**config.mk**
```make
export PLATFORM = sky130hd
export DESIGN_NAME = tdr_dither
export DESIGN_NICKNAME = d
export VERILOG_FILES = /design/src/rtl/tdr_pkg.sv /design/src/rtl/tdr_lfsr.sv /design/src/rtl/tdr_chan.sv /design/src/rtl/tdr_dither.sv
export SDC_FILE = /design/constraint.sdc
export NUM_CORES = 1
export LEC_CHECK = 0
export ABC_AREA = 1
export BUFFER_PORTS_ARGS = -buffer_cell sky130_fd_sc_hd__buf_4
export CAP_MARGIN = 40
export CORE_ASPECT_RATIO = 1.1
export CORE_MARGIN = 5
export CORE_UTILIZATION = 54
export DETAILED_ROUTE_END_ITERATION = 16
export PLACE_DENSITY = 0.78
export SYNTH_ARGS = -nofsm -noshare
export SYNTH_HDL_FRONTEND = slang
export SYNTH_SLANG_ARGS = --single-unit
```
**constraint.sdc**
```tcl
create_clock -name clk -period 2.5 [get_ports clk]
set_input_delay 0.75 -clock clk [delete_from_list [all_inputs] [get_ports clk]]
set_output_delay 0.75 -clock clk [all_outputs]
set_load 0.005 [all_outputs]
```
**src/rtl/tdr_pkg.sv**
```systemverilog
package tdr_pkg;

    localparam int NUM_CH = 3;
    localparam int RND_W  = 32;

    // Feedback taps of the maximal-length generator: bits 31, 21, 1, 0
    localparam logic [RND_W-1:0] RND_TAPS = 32'h8020_0003;

    typedef enum logic [1:0] {
        CH_BLUE  = 2'd0,
        CH_GREEN = 2'd1,
        CH_RED   = 2'd2
    } chan_e;

    // Position of a channel's random field inside the random word
    function automatic int field_ofs(input int ch, input int stride);
        return (NUM_CH - 1 - ch) * stride;
    endfunction

    function automatic logic [RND_W-1:0] rnd_step(input logic [RND_W-1:0] s);
        logic fb;
        fb = ^(s & RND_TAPS);
        return {s[RND_W-2:0], fb};
    endfunction

endpackage

```
**src/rtl/tdr_lfsr.sv**
```systemverilog
module tdr_lfsr
    import tdr_pkg::*;
#(
    parameter logic [RND_W-1:0] SEED = 32'h5EED_C0DE
) (
    input  logic             clk,
    input  logic             rst,
    input  logic             adv,
    output logic [RND_W-1:0] state
);

    logic [RND_W-1:0] state_q;

    always_ff @(posedge clk) begin
        if (rst)
            state_q <= SEED;
        else if (adv)
            state_q <= rnd_step(state_q);
    end

    assign state = state_q;


    rnd_hold_chk: assert property (@(posedge clk) disable iff (rst)
        !adv |=> $stable(state_q));


    rnd_nonzero_chk: assert property (@(posedge clk) disable iff (rst)
        adv |=> (state_q != '0));

endmodule

```
**src/rtl/tdr_chan.sv**
```systemverilog
module tdr_chan #(
    parameter int IN_W  = 8,
    parameter int OUT_W = 6
) (
    input  logic [IN_W-1:0]        din,
    input  logic [IN_W-OUT_W-1:0]  rnd,
    output logic [OUT_W-1:0]       dout
);

    localparam int DROP_W = IN_W - OUT_W;
    localparam logic [OUT_W-1:0] TOP = {OUT_W{1'b1}};

    logic [OUT_W-1:0]  base;
    logic [DROP_W-1:0] frac;
    logic              bump;

    assign base = din[IN_W-1:DROP_W];
    assign frac = din[DROP_W-1:0];
    assign bump = (frac > rnd) && (base != TOP);

    always_comb begin
        dout = base + OUT_W'(bump);
    end

    always_comb begin

        if (frac == '0) zero_frac_chk: assert (dout == base);

        if (base == TOP) no_wrap_chk: assert (dout == TOP);

        if (base != TOP) span_chk: assert ((dout == base) || (dout == base + 1'b1));
    end

endmodule

```
**src/rtl/tdr_dither.sv**
```systemverilog
module tdr_dither
    import tdr_pkg::*;
#(
    parameter int               CH_IN_W      = 8,
    parameter int               CH_OUT_W     = 6,
    parameter int               FIELD_STRIDE = 8,
    parameter logic [RND_W-1:0] SEED         = 32'h5EED_C0DE
) (
    input  logic                         clk,
    input  logic                         rst,
    input  logic                         in_valid,
    input  logic [NUM_CH*CH_IN_W-1:0]    in_pix,
    output logic                         out_valid,
    output logic [NUM_CH*CH_OUT_W-1:0]   out_pix
);

    localparam int DROP_W = CH_IN_W - CH_OUT_W;

    logic [RND_W-1:0]                     rnd_word;
    logic [NUM_CH-1:0][CH_IN_W-1:0]       pix_in_a;
    logic [NUM_CH-1:0][CH_OUT_W-1:0]      pix_nx_a;
    logic [NUM_CH-1:0][CH_OUT_W-1:0]      pix_q;
    logic                                 vld_q;

    assign pix_in_a = in_pix;

    tdr_lfsr #(.SEED(SEED)) i_rnd (
        .clk   (clk),
        .rst   (rst),
        .adv   (in_valid),
        .state (rnd_word)
    );

    for (genvar c = 0; c < NUM_CH; c++) begin : g_ch
        localparam int OFS = field_ofs(c, FIELD_STRIDE);
        tdr_chan #(.IN_W(CH_IN_W), .OUT_W(CH_OUT_W)) i_chan (
            .din  (pix_in_a[c]),
            .rnd  (rnd_word[OFS +: DROP_W]),
            .dout (pix_nx_a[c])
        );
    end

    always_ff @(posedge clk) begin
        if (rst) begin
            vld_q <= 1'b0;
            pix_q <= '0;
        end else begin
            vld_q <= in_valid;
            if (in_valid)
                pix_q <= pix_nx_a;
        end
    end

    assign out_valid = vld_q;
    assign out_pix   = pix_q;


    vld_lat_chk: assert property (@(posedge clk) disable iff (rst)
        in_valid |=> out_valid);


    idle_lat_chk: assert property (@(posedge clk) disable iff (rst)
        !in_valid |=> !out_valid);


    pix_hold_chk: assert property (@(posedge clk) disable iff (rst)
        !in_valid |=> $stable(out_pix));

endmodule

```
==> insert_results.sql, run 1 <==
INSERT INTO impl_metrics (metric_group, metric, value, unit) VALUES
('timing', 'finalClockSkew', '0.00443', 'ns'),
('routing', 'drt_iter0_drc', '162', ''),
('yosys', 'synth_nets', '349', ''),
('setup_path', 'ff2ff_setup_slack', '0.45', 'ns'),
('routing', 'drt.antenna.violating_nets', '0', ''),
('timing', 'clock.fmax', '469', 'MHz'),
('routing', 'route.detailed.drc', '0', ''),
('layout', 'layout_overhead_on_the_synthesized_area', '17.6', '%'),
('layout', 'fillCellCount', '391', ''),
('clock_tree', 'clk-insertion-delay-late', '0.30', 'ns'),
('placed_design', 'placement.io_buffers', '45', ''),
('timing', 'maxSlewHeadroom', '0.634', ''),
('global_route', 'met2_usage', '0.314', ''),
('setup_path', 'worstPathMaxFanout', '3', ''),
('layout', 'diodes', '0', ''),
('routing', 'drt_first_pass_iters', '5', ''),
('global_route', 'antenna_found_initial', '0', ''),
('timing', 'finalCriticalPeriod', '2.13', 'ns'),
('pwr', 'power.density', '627', 'nW/um^2'),
('global_route', 'busiest_layer', 'met2', ''),
('pwr', 'cell_internal_pwr', '1.26', 'mW'),
('setup_path', 'worst_r2r_path_depth', '12', ''),
('pwr', 'share_seq_of_total_power', '0.533', ''),
('floorplanning', 'dieWidth', '72.4', 'microns'),
('min_path', 'timing.hold.worst_path_depth', '2', ''),
('yosys', 'synth.yosys.seq_area_share', '0.442', ''),
('timing', 'fin_hold_ws', '0.459', 'ns'),
('clock_tree', 'holdBufCountCts', '0', ''),
('clock_tree', 'cts_root_buffer', 'clkbuf_8', ''),
('timing', 'max_slew.worst_pin.slew', '0.548', 'ns'),
('min_path', 'min_path_type', 'reg2reg', ''),
('timing', 'final_critical_path_setup_slack', '0.366', 'ns'),
('setup_path', 'critical_path_class', 'in2reg', ''),
('layout', 'layout_commonest_cell', 'nand2_1', ''),
('layout', 'numnets_final', '387', ''),
('clock_tree', 'cts_tree', 'built', ''),
('status', 'outcome', 'finished, final reports clean', ''),
('setup_path', 'timing.critical_path.from', 'in_pix[17]', ''),
('routing', 'route.detailed.wl_per_inst', '11.3', 'microns'),
('routing', 'via_count', '2014', ''),
('setup_path', 'setup.worst_path.end_class', 'flip-flop', ''),
('timing', 'rsz0062_at_grt', 'false', ''),
('yosys', 'ys_ff_latch', '51', ''),
('floorplanning', 'ports', '46', ''),
('global_route', 'grt_overflow_total', '0', ''),
('setup_path', 'crit_arrival', '2.33', 'ns'),
('yosys', 'netlist_instances', '310', ''),
('global_route', 'largest_net_degree_at_the_start_of_global_routing', '52', ''),
('timing', 'finalHoldViolCount', '0', ''),
('clock_tree', 'clk_path_buf_depth', '2', ''),
('yosys', 'post_synth.cell_area_avg', '7.45', 'sq um'),
('setup_path', 'critPathRequiredTime', '2.70', 'ns'),
('layout', 'drive_gt1_frac', '0.163', ''),
('clock_tree', 'tritoncts_num_sinks', '51', ''),
('yosys', 'ys.warnings.count', '0', ''),
('setup_path', 'critical_path.startpoint_type', 'input pin', ''),
('clock_tree', 'cts_buffers', '5', ''),
('pwr', 'power_switching_share', '0.259', ''),
('global_route', 'use_met3', '0.0359', ''),
('layout', 'layout_common_cells', '59 x nand2_1, 58 x nor2_1, 51 x dfxtp_1', ''),
('floorplanning', 'initial_utilization', '0.547', ''),
('timing', 'final-setup-viol-count', '0', ''),
('timing', 'final_min_period_over_clock_period', '0.854', ''),
('placed_design', 'preCtsSetupSlack', '0.0493', 'ns'),
('yosys', 'synth_cell_type_count', '20', ''),
('clock_tree', 'clk_pin_slew_worst_paths', '0.09', 'ns'),
('global_route', 'grt_first_pass_wirelength', '7890', 'microns'),
('pwr', 'power.clock.fraction', '0.298', ''),
('clock_tree', 'htree_levels', '2', ''),
('flow_run', 'maxCapViolations', '0', ''),
('clock_tree', 'ctsResizeCount', '0', '');
-- cells in the mapped netlist --
cell type,instances,area share
a21oi_1,8,0.017
inv_2,1,0.0016
nand2_1,59,0.096
o21ai_0,23,0.050
buf_6,4,0.020
a31oi_1,4,0.011
inv_1,27,0.044
xnor2_1,5,0.019
buf_4,4,0.013
xor2_1,4,0.015
dfxtp_1,51,0.44
nor2_1,58,0.094
ha_1,12,0.065
nor2_2,1,0.0027
buf_2,7,0.015
nand3_1,23,0.050
o21ai_1,14,0.030
nor3_1,1,0.0022
inv_4,1,0.0027
o211ai_1,3,0.0098
-- power by group through the flow --
stage	clock network [mW]	logic (mW)	registers [mW]
2_1_floorplan	0	0.186	0.923
3_3_place_gp	0	0.281	0.924
3_5_place_dp	0	0.290	0.927
4_1_cts	0.531	0.292	0.908
5_1_grt	0.560	0.337	0.917
6_report	0.508	0.287	0.908
-- through the flow --
step,instance area [sq um],util,cells
floorplan,2310,-,310
global placement,2610,0.619,395
detailed placement,2610,0.619,395
CTS,2720,0.643,403
global route,2720,0.643,403
finish,2720,0.643,403
-- sequential cells by signal, summed over array words and instances, names as in the netlist --
register and cells:
i_rnd.state 32, out_pix 18, out_valid 1
-- path summary, 6_finish.rpt --
path / endpoint
worst min register to register: i_rnd.state[30]
worst max register to register: out_pix[16]
worst min-delay path: i_rnd.state[30]
worst max-delay path: out_pix[16]
-- critical path, cell delays in order --
cell	delay, ns
buf_4	0.11
ha_1	0.28
inv_1	0.04
nor2_1	0.07
o21ai_0	0.08
a31oi_1	0.17
ha_1	0.22
ha_1	0.20
nand3_1	0.10
xnor2_1	0.13
o21ai_1	0.13
inv_1	0.05
-- per-layer routing --
metal | vias up | share of wire | wire length [microns]
met4 | 0 | 0.0066 | 30
met2 | 51 | 0.51 | 2310
met5 | - | 0 | 0
li1 | 1063 | - | -
met3 | 4 | 0.060 | 273
met1 | 896 | 0.42 | 1920
-- area by class of cell --
cell class	count	area, sq um	share of cell area
well taps	54	67.6	0.0249
clock buffers	7	96.3	0.0355
clock inverters	1	7.51	0.00276
inverters	29	111	0.0410
multi-input cells	215	1070	0.393
repair buffers	46	345	0.127
flip-flops and latches	51	1020	0.376
-- logic make-up (layout without fill, tap and decap cells) --
logic type | count (synthesis) | in the layout | synth area share
buffers and inverters | 44 | 83 | 0.0959
xor gates and xnor gates | 9 | 9 | 0.0341
DFF | 51 | 51 | 0.442
AOI/OAI and AO/OA | 52 | 52 | 0.118
adders and majority gates | 12 | 12 | 0.0650
and+or+nand+nor | 142 | 142 | 0.245
No activity file was read; power rests on OpenSTA's default activity.
==> run 2: changes to the inputs <==
Settings changed: CORE_UTILIZATION 54 to 35, PLACE_DENSITY 0.78 to unset.
==> insert_results.sql, run 2 (synthesis results as in run 1) <==
INSERT INTO impl_metrics (metric_group, metric, value, unit) VALUES
('layout', 'layout_common_cells', '59 x nand2_1, 58 x nor2_1, 51 x dfxtp_1', ''),
('clock_tree', 'htree_levels', '2', ''),
('setup_path', 'crit_path_cell_trace', 'buf_4 > ha_1 > inv_1 > nor2_1 > o21ai_0 > a31oi_1 > ha_1 > ha_1 > nand3_1 > xnor2_1 > o21ai_1 > inv_1', ''),
('global_route', 'use_met3', '0.0346', ''),
('global_route', 'largest_net_degree_at_the_start_of_global_routing', '52', ''),
('clock_tree', 'cts_root_buffer', 'clkbuf_8', ''),
('timing', 'max_slew.worst_pin.slew', '0.557', 'ns'),
('layout', 'layout.cell_area.non_filler', '2740', 'sq um'),
('global_route', 'met2_usage', '0.188', ''),
('clock_tree', 'clk-insertion-delay-late', '0.30', 'ns'),
('clock_tree', 'tritoncts_num_sinks', '51', ''),
('floorplanning', 'ports', '46', ''),
('min_path', 'min_path_type', 'reg2reg', ''),
('flow_run', 'maxCapViolations', '0', ''),
('timing', 'maxSlewHeadroom', '0.628', ''),
('floorplanning', 'dieWidth', '87.5', 'microns'),
('layout', 'diodes', '0', ''),
('global_route', 'global_route.usage.total', '0.114', ''),
('floorplanning', 'core-area', '6520', 'sq um'),
('timing', 'final_min_period_over_clock_period', '0.835', ''),
('global_route', 'antenna_found_initial', '0', ''),
('timing', 'finalClockSkew', '0.00730', 'ns'),
('pwr', 'power.clock.fraction', '0.283', ''),
('timing', 'fin_hold_ws', '0.460', 'ns'),
('timing', 'finalHoldViolCount', '0', ''),
('routing', 'drt.antenna.violating_nets', '0', ''),
('global_route', 'grtUsageMet1', '0.142', ''),
('placed_design', 'dp.final_hpwl', '3130', 'microns'),
('pwr', 'power_switching_share', '0.262', ''),
('setup_path', 'critical_path.startpoint_type', 'input pin', ''),
('layout', 'layout_commonest_cell', 'nand2_1', ''),
('routing', 'route.detailed.wl_per_inst', '10.5', 'microns'),
('timing', 'clock.fmax', '479', 'MHz'),
('setup_path', 'slowest_stage', 'ha_1', ''),
('layout', 'fillCellCount', '681', ''),
('floorplanning', 'num_rows', '31', ''),
('setup_path', 'ff2ff_setup_slack', '0.52', 'ns'),
('clock_tree', 'holdBufCountCts', '0', ''),
('placed_design', 'dpl_cell_area', '2650', 'sq um'),
('layout', 'final_core_util', '0.420', ''),
('pwr', 'comb_power_share', '0.172', ''),
('layout', 'numnets_final', '387', ''),
('pwr', 'power.density', '608', 'nW/um^2'),
('global_route', 'busiest_layer', 'met2', ''),
('timing', 'final.setup.tns', '0', 'ns'),
('timing', 'final-setup-viol-count', '0', ''),
('layout', 'drive_gt1_frac', '0.161', ''),
('global_route', 'vias_in_the_first_global_route', '1761', ''),
('pwr', 'switching_power', '0.435', 'mW'),
('pwr', 'share_seq_of_total_power', '0.545', ''),
('routing', 'drt_iter0_drc', '110', ''),
('setup_path', 'crit_arrival', '2.29', 'ns'),
('routing', 'drt-total-wl', '4530', 'microns'),
('layout', 'finish.cell_count_without_fillers', '430', ''),
('floorplanning', 'overall_die_area', '8330', 'sq um'),
('placed_design', 'dp_cells', '423', ''),
('clock_tree', 'ctsResizeCount', '0', ''),
('pwr', 'cell_internal_pwr', '1.23', 'mW'),
('pwr', 'p_leak', '1.37', 'nW'),
('clock_tree', 'post-cts-setup-buffer-count', '0', ''),
('placed_design', 'place.gp.congestion', '0.815', ''),
('routing', 'drt_first_pass_iters', '4', ''),
('layout', 'max_reg_flops', '32', ''),
('timing', 'rsz0062_at_grt', 'false', ''),
('clock_tree', 'clk_pin_slew_worst_paths', '0.09', 'ns'),
('floorplanning', 'initial_utilization', '0.354', ''),
('pwr', 'ir_drop', '0.000338', 'V'),
('placed_design', 'preCtsSetupSlack', '0.0825', 'ns'),
('global_route', 'grt_first_pass_wirelength', '7680', 'microns'),
('clock_tree', 'cts_tree', 'built', ''),
('setup_path', 'critical_path_class', 'in2reg', ''),
('pwr', 'fin_total_pwr', '1.66', 'mW'),
('timing', 'report.final.slew_viol_count', '0', ''),
('routing', 'route.detailed.drc', '0', ''),
('setup_path', 'critPathRequiredTime', '2.70', 'ns'),
('floorplanning', 'die_height', '95.2', 'microns'),
('setup_path', 'worstPathMaxFanout', '3', ''),
('timing', 'final_critical_path_setup_slack', '0.412', 'ns'),
('setup_path', 'crit_path_max_incr_delay', '0.28', 'ns'),
('timing', 'finalCriticalPeriod', '2.09', 'ns'),
('routing', 'via_density_per_instance', '4.53', ''),
('routing', 'via_count', '1949', ''),
('status', 'outcome', 'finished, final reports clean', ''),
('placed_design', 'placement.io_buffers', '45', ''),
('clock_tree', 'clk_path_buf_depth', '2', ''),
('clock_tree', 'cts_buffers', '5', ''),
('layout', 'layout_overhead_on_the_synthesized_area', '18.4', '%'),
('setup_path', 'crit_path_frequent_cell', 'ha_1', ''),
('setup_path', 'setup.worst_path.end_class', 'flip-flop', ''),
('global_route', 'grt_overflow_total', '0', '');
## run 2: changes by cell type in the layout (fill, tap and decap cells not counted)
cell | previous run | this run
clkinv_2 | 0 | 1
clkinvlp_4 | 1 | 0
clkbuf_8 | 7 | 6
## run 2: routing by layer
metal  vias to the layer above  part of all wire
met5                         -                 0
met4                         0             0.013
met3                         5             0.072
met2                        35              0.45
met1                       852              0.47
li1                       1057                 -
## run 2: final timing paths
path                        start              end  depth (start not counted)
hold / removal    i_rnd.state[14]  i_rnd.state[14]                          2
hold reg to reg   i_rnd.state[14]  i_rnd.state[14]                          2
setup / recovery       in_pix[17]      out_pix[16]                         12
setup reg to reg   i_rnd.state[1]      out_pix[16]                         12
## run 2: worst max-delay path, delay by kind of cell
| family | cells | cell delay, ns |
|---|---|---|
| adders and majority gates | 3 | 0.68 |
| AOI/OAI and AO/OA | 3 | 0.36 |
| buffers and inverters | 3 | 0.19 |
| and+or+nand+nor | 2 | 0.17 |
| xor gates and xnor gates | 1 | 0.13 |
## run 2: area by class of cell
cell class | count | area [sq um] | share of cell area
multi-input combinational | 215 | 1070 | 0.390
sequential | 51 | 1020 | 0.373
timing repair buffer | 46 | 345 | 0.126
inverter | 29 | 111 | 0.0407
tap | 82 | 103 | 0.0375
clock buffer | 6 | 82.6 | 0.0302
clock inverter | 1 | 5.00 | 0.00183
## run 2: power by group through the flow
stage	Clock (mW)	Sequential (mW)	Combinational, mW
2_1_floorplan	0	0.923	0.186
3_3_place_gp	0	0.925	0.286
3_5_place_dp	0	0.926	0.290
4_1_cts	0.490	0.908	0.291
5_1_grt	0.521	0.916	0.334
6_report	0.470	0.907	0.286
